<file path="src/rtl/segAddrPkg.sv">
package segAddrPkg;

  localparam logic [2:0] MODE_DIRECT   = 3'd0;
  localparam logic [2:0] MODE_INDIRECT = 3'd1;
  localparam logic [2:0] MODE_RELATIVE = 3'd2;
  localparam logic [2:0] MODE_BASEIDX  = 3'd3;
  localparam logic [2:0] MODE_FETCH    = 3'd4;
  localparam logic [2:0] MODE_PUSH     = 3'd5;

  localparam logic [1:0] PTR_BX = 2'd0;
  localparam logic [1:0] PTR_BP = 2'd1;
  localparam logic [1:0] PTR_SI = 2'd2;
  localparam logic [1:0] PTR_DI = 2'd3;

  typedef enum logic [1:0] {
    SEG_ES = 2'd0,
    SEG_CS = 2'd1,
    SEG_SS = 2'd2,
    SEG_DS = 2'd3
  } segCode_e;

  // strobes from control to datapath
  typedef struct packed {
    logic loadEn;
  } ctlStrobe_t;

endpackage

</file>
<file path="src/rtl/segAddrOffset.sv">
module segAddrOffset
  import segAddrPkg::*;
#(
  parameter int REG_W     = 16,
  parameter int PUSH_STEP = 2
) (
  input  logic [2:0]       modeCode,
  input  logic [1:0]       ptrSel,
  input  logic             baseSel,
  input  logic             idxSel,
  input  logic [REG_W-1:0] bxVal,
  input  logic [REG_W-1:0] bpVal,
  input  logic [REG_W-1:0] siVal,
  input  logic [REG_W-1:0] diVal,
  input  logic [REG_W-1:0] spVal,
  input  logic [REG_W-1:0] ipVal,
  input  logic [REG_W-1:0] disp,
  output logic [REG_W-1:0] effOff,
  output logic             usesBp
);

  logic [REG_W-1:0] ptrVal;
  logic [REG_W-1:0] baseVal;
  logic [REG_W-1:0] idxVal;

  always_comb begin
    unique case (ptrSel)
      PTR_BX:  ptrVal = bxVal;
      PTR_BP:  ptrVal = bpVal;
      PTR_SI:  ptrVal = siVal;
      default: ptrVal = diVal;
    endcase
  end

  assign baseVal = baseSel ? bpVal : bxVal;
  assign idxVal  = idxSel  ? diVal : siVal;

  // all sums are REG_W wide, so they wrap modulo 2^REG_W
  always_comb begin
    effOff = disp;
    usesBp = 1'b0;
    case (modeCode)
      MODE_INDIRECT: begin
        effOff = ptrVal;
        usesBp = (ptrSel == PTR_BP);
      end
      MODE_RELATIVE: begin
        effOff = ptrVal + disp;
        usesBp = (ptrSel == PTR_BP);
      end
      MODE_BASEIDX: begin
        effOff = baseVal + idxVal;
        usesBp = baseSel;
      end
      MODE_FETCH: effOff = ipVal;
      MODE_PUSH:  effOff = spVal - REG_W'(PUSH_STEP);
      default: begin
        effOff = disp;
        usesBp = 1'b0;
      end
    endcase
  end

endmodule

</file>
<file path="src/rtl/segAddrCtrl.sv">
module segAddrCtrl
  import segAddrPkg::*;
(
  input  logic       clk,
  input  logic       rstN,
  input  logic       reqValid,
  output ctlStrobe_t ctl,
  output logic       outValid
);

  assign ctl.loadEn = reqValid;

  always_ff @(posedge clk or negedge rstN) begin
    if (!rstN) outValid <= 1'b0;
    else       outValid <= reqValid;
  end

  p_valid_lag_r11: assert property (@(posedge clk) disable iff (!rstN)
    reqValid |=> outValid);

  p_no_spurious_valid_r11: assert property (@(posedge clk) disable iff (!rstN)
    !reqValid |=> !outValid);

endmodule

</file>
<file path="src/rtl/segAddrDatapath.sv">
module segAddrDatapath
  import segAddrPkg::*;
#(
  parameter int REG_W     = 16,
  parameter int SHIFT     = 4,
  parameter int PUSH_STEP = 2
) (
  input  logic                   clk,
  input  logic                   rstN,
  input  ctlStrobe_t             ctl,
  input  logic [2:0]             modeCode,
  input  logic [1:0]             ptrSel,
  input  logic                   baseSel,
  input  logic                   idxSel,
  input  logic                   ovrEn,
  input  logic [1:0]             ovrSeg,
  input  logic [REG_W-1:0]       bxVal,
  input  logic [REG_W-1:0]       bpVal,
  input  logic [REG_W-1:0]       siVal,
  input  logic [REG_W-1:0]       diVal,
  input  logic [REG_W-1:0]       spVal,
  input  logic [REG_W-1:0]       ipVal,
  input  logic [REG_W-1:0]       disp,
  input  logic [REG_W-1:0]       esVal,
  input  logic [REG_W-1:0]       csVal,
  input  logic [REG_W-1:0]       ssVal,
  input  logic [REG_W-1:0]       dsVal,
  output logic [REG_W+SHIFT-1:0] physAddr,
  output logic [1:0]             segSel,
  output logic [REG_W+SHIFT-1:0] segStart,
  output logic [REG_W+SHIFT-1:0] segEnd
);

  localparam int ADDR_W = REG_W + SHIFT;
  localparam logic [ADDR_W-1:0] SEG_SPAN = ADDR_W'(1) << REG_W;
  localparam logic [ADDR_W-1:0] SEG_LAST = SEG_SPAN - ADDR_W'(1);

  logic [REG_W-1:0]  effOff;
  logic              usesBp;
  segCode_e          segCode;
  logic [REG_W-1:0]  segVal;
  logic [ADDR_W-1:0] segBase;
  logic [ADDR_W-1:0] physNext;
  logic [ADDR_W-1:0] endNext;

  segAddrOffset #(.REG_W(REG_W), .PUSH_STEP(PUSH_STEP)) u_offset (
    .modeCode(modeCode), .ptrSel(ptrSel), .baseSel(baseSel), .idxSel(idxSel),
    .bxVal(bxVal), .bpVal(bpVal), .siVal(siVal), .diVal(diVal),
    .spVal(spVal), .ipVal(ipVal), .disp(disp),
    .effOff(effOff), .usesBp(usesBp)
  );

  // implicit segment, overridable only for data forms
  always_comb begin
    case (modeCode)
      MODE_FETCH: segCode = SEG_CS;
      MODE_PUSH:  segCode = SEG_SS;
      default: begin
        if (ovrEn)       segCode = segCode_e'(ovrSeg);
        else if (usesBp) segCode = SEG_SS;
        else             segCode = SEG_DS;
      end
    endcase
  end

  always_comb begin
    unique case (segCode)
      SEG_ES:  segVal = esVal;
      SEG_CS:  segVal = csVal;
      SEG_SS:  segVal = ssVal;
      default: segVal = dsVal;
    endcase
  end

  assign segBase  = {segVal, {SHIFT{1'b0}}};
  assign physNext = segBase + ADDR_W'(effOff);
  assign endNext  = segBase + SEG_LAST;

  always_ff @(posedge clk or negedge rstN) begin
    if (!rstN) begin
      physAddr <= '0;
      segSel   <= '0;
      segStart <= '0;
      segEnd   <= '0;
    end else if (ctl.loadEn) begin
      physAddr <= physNext;
      segSel   <= segCode;
      segStart <= segBase;
      segEnd   <= endNext;
    end
  end

  p_end_span_r10: assert property (@(posedge clk) disable iff (!rstN)
    ctl.loadEn |=> (ADDR_W'(segEnd - segStart) == SEG_LAST));

  p_in_segment_r1: assert property (@(posedge clk) disable iff (!rstN)
    ctl.loadEn |=> (ADDR_W'(physAddr - segStart) < SEG_SPAN));

  p_hold_r11: assert property (@(posedge clk) disable iff (!rstN)
    !ctl.loadEn |=> ($stable(physAddr) && $stable(segSel) && $stable(segEnd)));

  p_fetch_cs_r8: assert property (@(posedge clk) disable iff (!rstN)
    (ctl.loadEn && modeCode == MODE_FETCH) |=> (segSel == SEG_CS));

  p_push_ss_r9: assert property (@(posedge clk) disable iff (!rstN)
    (ctl.loadEn && modeCode == MODE_PUSH) |=> (segSel == SEG_SS));

  p_override_r7: assert property (@(posedge clk) disable iff (!rstN)
    (ctl.loadEn && ovrEn && modeCode != MODE_FETCH && modeCode != MODE_PUSH)
      |=> (segSel == $past(ovrSeg)));

endmodule

</file>
<file path="src/rtl/segAddrGen.sv">
module segAddrGen
  import segAddrPkg::*;
#(
  parameter int REG_W     = 16,
  parameter int SHIFT     = 4,
  parameter int PUSH_STEP = 2
) (
  input  logic                   clk,
  input  logic                   rstN,
  input  logic                   reqValid,
  input  logic [2:0]             modeCode,
  input  logic [1:0]             ptrSel,
  input  logic                   baseSel,
  input  logic                   idxSel,
  input  logic                   ovrEn,
  input  logic [1:0]             ovrSeg,
  input  logic [REG_W-1:0]       bxVal,
  input  logic [REG_W-1:0]       bpVal,
  input  logic [REG_W-1:0]       siVal,
  input  logic [REG_W-1:0]       diVal,
  input  logic [REG_W-1:0]       spVal,
  input  logic [REG_W-1:0]       ipVal,
  input  logic [REG_W-1:0]       disp,
  input  logic [REG_W-1:0]       esVal,
  input  logic [REG_W-1:0]       csVal,
  input  logic [REG_W-1:0]       ssVal,
  input  logic [REG_W-1:0]       dsVal,
  output logic                   outValid,
  output logic [REG_W+SHIFT-1:0] physAddr,
  output logic [1:0]             segSel,
  output logic [REG_W+SHIFT-1:0] segStart,
  output logic [REG_W+SHIFT-1:0] segEnd
);

  ctlStrobe_t ctl;

  segAddrCtrl u_ctrl (
    .clk(clk), .rstN(rstN), .reqValid(reqValid), .ctl(ctl), .outValid(outValid)
  );

  segAddrDatapath #(.REG_W(REG_W), .SHIFT(SHIFT), .PUSH_STEP(PUSH_STEP)) u_dp (
    .clk(clk), .rstN(rstN), .ctl(ctl),
    .modeCode(modeCode), .ptrSel(ptrSel), .baseSel(baseSel), .idxSel(idxSel),
    .ovrEn(ovrEn), .ovrSeg(ovrSeg),
    .bxVal(bxVal), .bpVal(bpVal), .siVal(siVal), .diVal(diVal),
    .spVal(spVal), .ipVal(ipVal), .disp(disp),
    .esVal(esVal), .csVal(csVal), .ssVal(ssVal), .dsVal(dsVal),
    .physAddr(physAddr), .segSel(segSel), .segStart(segStart), .segEnd(segEnd)
  );

endmodule

</file>
<file path="config.mk">
export PLATFORM = sky130hd
export DESIGN_NAME = segAddrGen
export DESIGN_NICKNAME = d
export VERILOG_FILES = /design/src/rtl/segAddrPkg.sv /design/src/rtl/segAddrOffset.sv /design/src/rtl/segAddrCtrl.sv /design/src/rtl/segAddrDatapath.sv /design/src/rtl/segAddrGen.sv
export SDC_FILE = /design/constraint.sdc
export NUM_CORES = 1
export LEC_CHECK = 0
export CAP_MARGIN = 20
export CORE_ASPECT_RATIO = 0.6
export CORE_MARGIN = 10
export CORE_UTILIZATION = 35
export DETAILED_ROUTE_END_ITERATION = 8
export GPL_TIMING_DRIVEN = 0
export PLACE_DENSITY = 0.71
export SLEW_MARGIN = 20
export SYNTH_ARGS = -nofsm -noshare
export SYNTH_HDL_FRONTEND = slang
export SYNTH_HIERARCHICAL = 1
export SYNTH_SLANG_ARGS = --single-unit
export TNS_END_PERCENT = 5
</file>
<file path="constraint.sdc">
create_clock -name clk -period 1.1 [get_ports clk]
set_input_delay 0.22 -clock clk [delete_from_list [all_inputs] [get_ports clk]]
set_output_delay 0.22 -clock clk [all_outputs]
set_load 0.005 [all_outputs]
</file>
Word-level counts from Yosys, hierarchy flattened
Cells that the tools add are included.
{ "word_totals": {"latchBits": 0, "rom_bits": 0, "elab_cells": 31, "ff_bits": 59, "output_inout_bits": 63, "mem_bits_rw": 0, "mem_count": 0} }
{ "op_classes": {"n_div": 0, "eq_ne": 9, "n_shift": 0, "order_cmp": 0, "add_sub_neg": 5, "n_bitwise": 0, "mul": 0, "muxes": 9, "reduce_logical": 3} }
{ "ops": {"columns": ["cell", "count"], "rows": [
  ["16-bit one-hot mux with 3 select lines", 2],
  ["16-bit one-hot mux with 5 select lines", 1],
  ["16-bit adder", 2],
  ["16-bit 2-to-1 mux", 2],
  ["20-bit by 16-bit adder with 20-bit output", 1],
  ["20-bit by 16-bit adder with 20-bit output (second input constant)", 1],
  ["16-bit by 2-bit subtractor with 16-bit output (second input constant)", 1],
  ["3-bit by 2-bit == test with 1-bit output (second input constant)", 2],
  ["3-bit == test (second input constant)", 2],
  ["2-bit by 1-bit == test with 1-bit output (second input constant)", 2],
  ["2-bit == test (second input constant)", 2],
  ["2-bit logical NOT", 2],
  ["2-bit one-hot mux with 2 select lines", 1],
  ["3-bit by 1-bit == test with 1-bit output (second input constant)", 1],
  ["2-bit 2-to-1 mux", 1],
  ["1-bit one-hot mux with 2 select lines", 1],
  ["2-bit OR reduction", 1],
  ["1-bit 2-to-1 mux", 1]
]} }

Longest topological paths before layout
{ "logic_depth": {"ltp_word": 9, "mapped_depth": 21} }

Cells and area by module
The synthesis kept the hierarchy.
{ "by_module_without_submodules": {"columns": ["mod", "area_per_inst_um2", "instances", "cells_each"], "rows": [
  ["segAddrDatapath", 3681.0, 1, 389],
  ["segAddrOffset", 3271.9, 1, 430],
  ["segAddrCtrl", 32.5, 1, 2]
]} }

Worst setup path before layout
No wires, ideal clock.
{ "synth_path": {"path_type": "input port to flip-flop", "start": "input port ptrSel[0]", "end": "register u_dp.physAddr[16]", "setup_time_ns": 0.126, "arrival_ns": 4.768, "n_path_buf": 2, "stages": 18, "slack_ns": -3.794, "cell_sequence": "buf_2 > buf_2 > mux4_2 > ha_1 > fa_1 > a211oi_1 > o21ai_0 > a41oi_1 > xor2_1 > nor2_1 > o32a_1 > ha_1 > or3_1 > a21oi_1 > and3b_1 > o31ai_1 > nor2_1 > a221o_1"} }
{ "synth_lines": {"columns": ["item", "line_no", "text"], "rows": [
  ["from (decl)", "segAddrGen.sv:12", "input logic [1:0] ptrSel,"],
  ["2-bit == test, or another cell as far along", "segAddrOffset.sv:27", "unique case (ptrSel)"],
  ["16-bit one-hot mux with 3 select lines (*)", "segAddrOffset.sv:27", null],
  ["16-bit adder", "segAddrOffset.sv:48", "effOff = ptrVal + disp;"],
  ["16-bit one-hot mux with 5 select lines (*)", "segAddrOffset.sv:42", "case (modeCode)"],
  ["via u_dp.effOff[10]", "segAddrDatapath.sv:38", "logic [REG_W-1:0] effOff;"],
  ["20-bit by 16-bit adder with 20-bit output (*)", "segAddrDatapath.sv:76", "assign physNext = segBase + ADDR_W'(effOff);"],
  ["to (signal assigned)", "segAddrDatapath.sv:86", "physAddr <= physNext;"],
  ["to (decl)", "segAddrDatapath.sv:28", "output logic [REG_W+SHIFT-1:0] physAddr,"]
]} }
Mark *: on every way through the listed nets, which the timed path passes. The rest lies on a longest branch.
A chain may end at the register's enable or synchronous reset.

Final worst setup path
{ "layout_path": {"start": "input port baseSel", "end": "register u_dp.physAddr[14]"} }
{ "layout_lines": {"columns": ["item", "line_no", "text"], "rows": [
  ["from (decl)", "segAddrGen.sv:13", "input logic baseSel,"],
  ["16-bit 2-to-1 mux", "segAddrOffset.sv:35", "assign baseVal = baseSel ? bpVal : bxVal;"],
  ["16-bit adder", "segAddrOffset.sv:52", "effOff = baseVal + idxVal;"],
  ["16-bit one-hot mux with 5 select lines", "segAddrOffset.sv:42", null],
  ["via u_dp.effOff[10]", "segAddrDatapath.sv:38", null],
  ["20-bit by 16-bit adder with 20-bit output", "segAddrDatapath.sv:76", null]
]} }
The timed path passes the listed nets, and every way through them passes these cells.

==> results.sh <==
export IMPL_wl_mm=33.16
export IMPL_synth_compound_area_share_pct=25.63
export IMPL_max_freq_mhz=239.3
export IMPL_wl_per_cell_um=24.01
export IMPL_synth_area_top_cells="dfrtp_1, mux2_2, ha_1, mux4_2, a21oi_1"
export IMPL_async_flop_share_pct=100.0
export IMPL_clockRootBuffer="clkbuf_16"
export IMPL_clock_sinks=56
export IMPL_yosysSeqAreaShare_pct=20.06
export IMPL_cell_internal_pwr_uw=7025
export IMPL_pwr_share_comb_pct=62.1
export IMPL_maxSlewHeadroom_pct=35.06
export IMPL_grt_pass1_vias=7908
export IMPL_ios=252
export IMPL_fin_skew_ps=0
export IMPL_synth_cells=821
export IMPL_powerDensity_nw_per_um2=1074
export IMPL_synth_seq_cells=56
export IMPL_nets=1352
export IMPL_ir_worst_vdd_mv=0.7530
export IMPL_syn2layout_area_growth_pct=57.55
export IMPL_synth_top_area_share_pct=20.06
export IMPL_fin_ws_ps=-3079
export IMPL_die_x_um=202.4
export IMPL_drt_first_pass_iters=6
export IMPL_start_util_pct=36.15
export IMPL_synth_xor_area_share_pct=5.893
export IMPL_synth_top_area_cell="dfrtp_1"
export IMPL_synth_top_family_by_area="compound AO/OA/AOI/OAI gates"
export IMPL_num_rows=39
export IMPL_dieHeight_um=129.4
export IMPL_grt_overflow=0
export IMPL_grt_first_pass_wirelength_mm=49.34
export IMPL_synth_mux_area_share_pct=15.76
export IMPL_synthSimpleGateAreaFrac_pct=18.14
export IMPL_drc=0
export IMPL_mostFrequentLayoutCell="clkdlybuf4s50_1"
export IMPL_tightest_slew_ps=974.2
export IMPL_clock_path_buffers=2
export IMPL_dr_total_vias=8181
export IMPL_rsz0062_at_grt="true"
export IMPL_synth_edf_count=0
export IMPL_final_setup_viol_count=57
export IMPL_p_leak_uw=0.004400
export IMPL_status="finished with violations"
export IMPL_dp_hpwl_mm=27.02
export IMPL_clk_pin_slew_ps=70
export IMPL_hold_class="primary input to register"
export IMPL_path_max_fanout=8
export IMPL_nFillCells=1787
export IMPL_clkLatencyLatePin_ps=300
export IMPL_numPortBuffers=243
export IMPL_core_sq_um=19320
export IMPL_ys_flop_type="dfrtp_1"
export IMPL_worstSetupPathType="primary input to register"
export IMPL_h_tree_depth=2
export IMPL_hold_violations=0
export IMPL_viasPerCell=5.924
export IMPL_ys_types=84
export IMPL_grtUsageTotal_pct=23.99
export IMPL_drtIter0Drc=835
export IMPL_p_seq_share_pct=24.1
export IMPL_grt_max_degree=57
export IMPL_switchingPower_uw=4798
export IMPL_failed_checks="setup timing"
export IMPL_drv_slew=0
export IMPL_antenna_found_initial=2
export IMPL_cts_tree="built"
export IMPL_synthAdderAreaFrac_pct=9.278
export IMPL_dieArea_sq_um=26190
export IMPL_yosysWarnings=6
export IMPL_p_clk_share_pct=13.8
export IMPL_arrival_ps=4360
export IMPL_gp_congestion=0.9286
export IMPL_synth_avg_cell_area_sq_um=8.508
export IMPL_hold_worst_slack_ps=393.5
export IMPL_drive_gt1_share_pct=32.59
export IMPL_swShare_pct=40.58
export IMPL_required_ps=1280
export IMPL_final_util_pct=56.95
export IMPL_ant_nets=0
export IMPL_most_common_layout_cells="clkdlybuf4s50_1, dfrtp_1, mux2_2"
export IMPL_mappedNetlistArea_sq_um=6985
export IMPL_max_cap_violations=0
export IMPL_end_kind="register"
export IMPL_period_minus_slack_ps=4179
export IMPL_start_kind="primary input"
export IMPL_cts_buffers=5
export IMPL_fin_crit_sh_pct=379.9
worst paths after layout:
check	startpoint	to	slack, ps	cells after the start
max	baseSel	u_dp/physAddr[14]	-3080	19
min	reqValid	u_ctrl/outValid	390	1
max reg2reg	u_dp/physAddr[16]	u_dp/physAddr[16]	260	1
min reg2reg	u_dp/segStart[4]	u_dp/segStart[4]	480	1
max in group asynchronous	rstN	u_dp/physAddr[11]	260	2
min in group asynchronous	rstN	u_dp/segStart[13]	450	2
worst max-delay path, cell delays in order:
cell,delay [ps]
clkbuf_16,140
clkbuf_16,130
mux2_2,350
ha_4,170
fa_2,390
a211oi_4,340
o21ai_2,90
o211a_1,170
a31oi_1,190
nor3_1,90
o32a_1,430
ha_4,190
or3_4,390
a21oi_4,130
and3b_2,250
buf_4,150
nor3_4,140
xnor2_2,90
mux2_2,270
area by class of cell:
class	instances	area, sq um	share of cell area (%)
Multi-Input combinational cell	685	6056	55.02
Timing Repair Buffer	285	2490	22.62
Sequential cell	56	1401	12.73
Buffer	49	459.2	4.172
Tap cell	266	332.8	3.024
Clock buffer	5	125.1	1.137
Inverter	31	116.4	1.057
Clock inverter	3	22.52	0.2046
Antenna cell	1	2.502	0.02274
cells by family (layout without fill, tap and decap cells):
family | count (synthesis) | after routing
other | 1 | 5
xor gates and xnor gates | 47 | 47
DFF | 56 | 56
and+or+nand+nor | 237 | 237
muxes | 83 | 83
AOI/OAI and AO/OA | 264 | 264
adders and majority gates | 50 | 50
buffers and inverters | 83 | 373
cells in the mapped netlist, types with 11 or more instances:
cell and number:
dfrtp_1 56, nor3_1 22, or3_1 13, mux2i_1 11
nand2_1 49, clkbuf_1 27, nand3_1 23, xor2_1 21
a21o_1 15, inv_1 30, mux2_2 56, a21oi_1 63
a31oi_1 20, xnor2_1 26, ha_1 47, nand4_1 11
o211ai_1 11, nor2_1 53, o221ai_1 12, mux4_2 16
o21ai_0 46
repair_timing:
item | 4_1_cts | 5_1_grt
pin swaps | 48 | 59
cloned | 0 | 0
hold buffers | 1 | 0
endpoints found under the setup margin | 114 | 124
setup buffers | 27 | 14
gates resized for setup | 368 | 100
hold endpoints to repair | 3 | 0
metal layers:
metal / up-vias / global-route usage [%] / part of all wire (%)
met5: - / 0 / 0.030
met4: 2 / 3.231 / 1.1
met3: 28 / 7.964 / 10
met2: 423 / 34.30 / 41
met1: 3969 / 34.71 / 48
li1: 3759 / - / -
per-stage QoR:
stage	TNS [ps]	power (uW)	worst slack (ps)	instances	instance area [sq um]
6_report	-93760	11820	-3079	1381	11010
3_5_place_dp	-192240	9470	-4870	1333	9925
4_1_cts	-94900	11240	-3056	1366	10540
5_1_grt	-99490	12560	-3182	1380	11000
3_3_place_gp	-298730	9425	-4808	1333	9927
2_1_floorplan	-96010	6403	-3004	824	7162
state kept, by name, summed over array words and instances (netlist names):
name	count
u_dp/segEnd	17
u_dp/segSel	2
u_dp/segStart	16
u_ctrl/outValid	1
u_dp/physAddr	20
power groups by stage:
stage	clock [uW]	sequential [uW]	combinational, uW
CTS	1680	2850	6720
finish	1630	2850	7350
global placement	0	2890	6540
detailed placement	0	2900	6570
floorplan	0	2880	3520
global route	1770	2920	7860
Power figures use the tool's default switching activity.
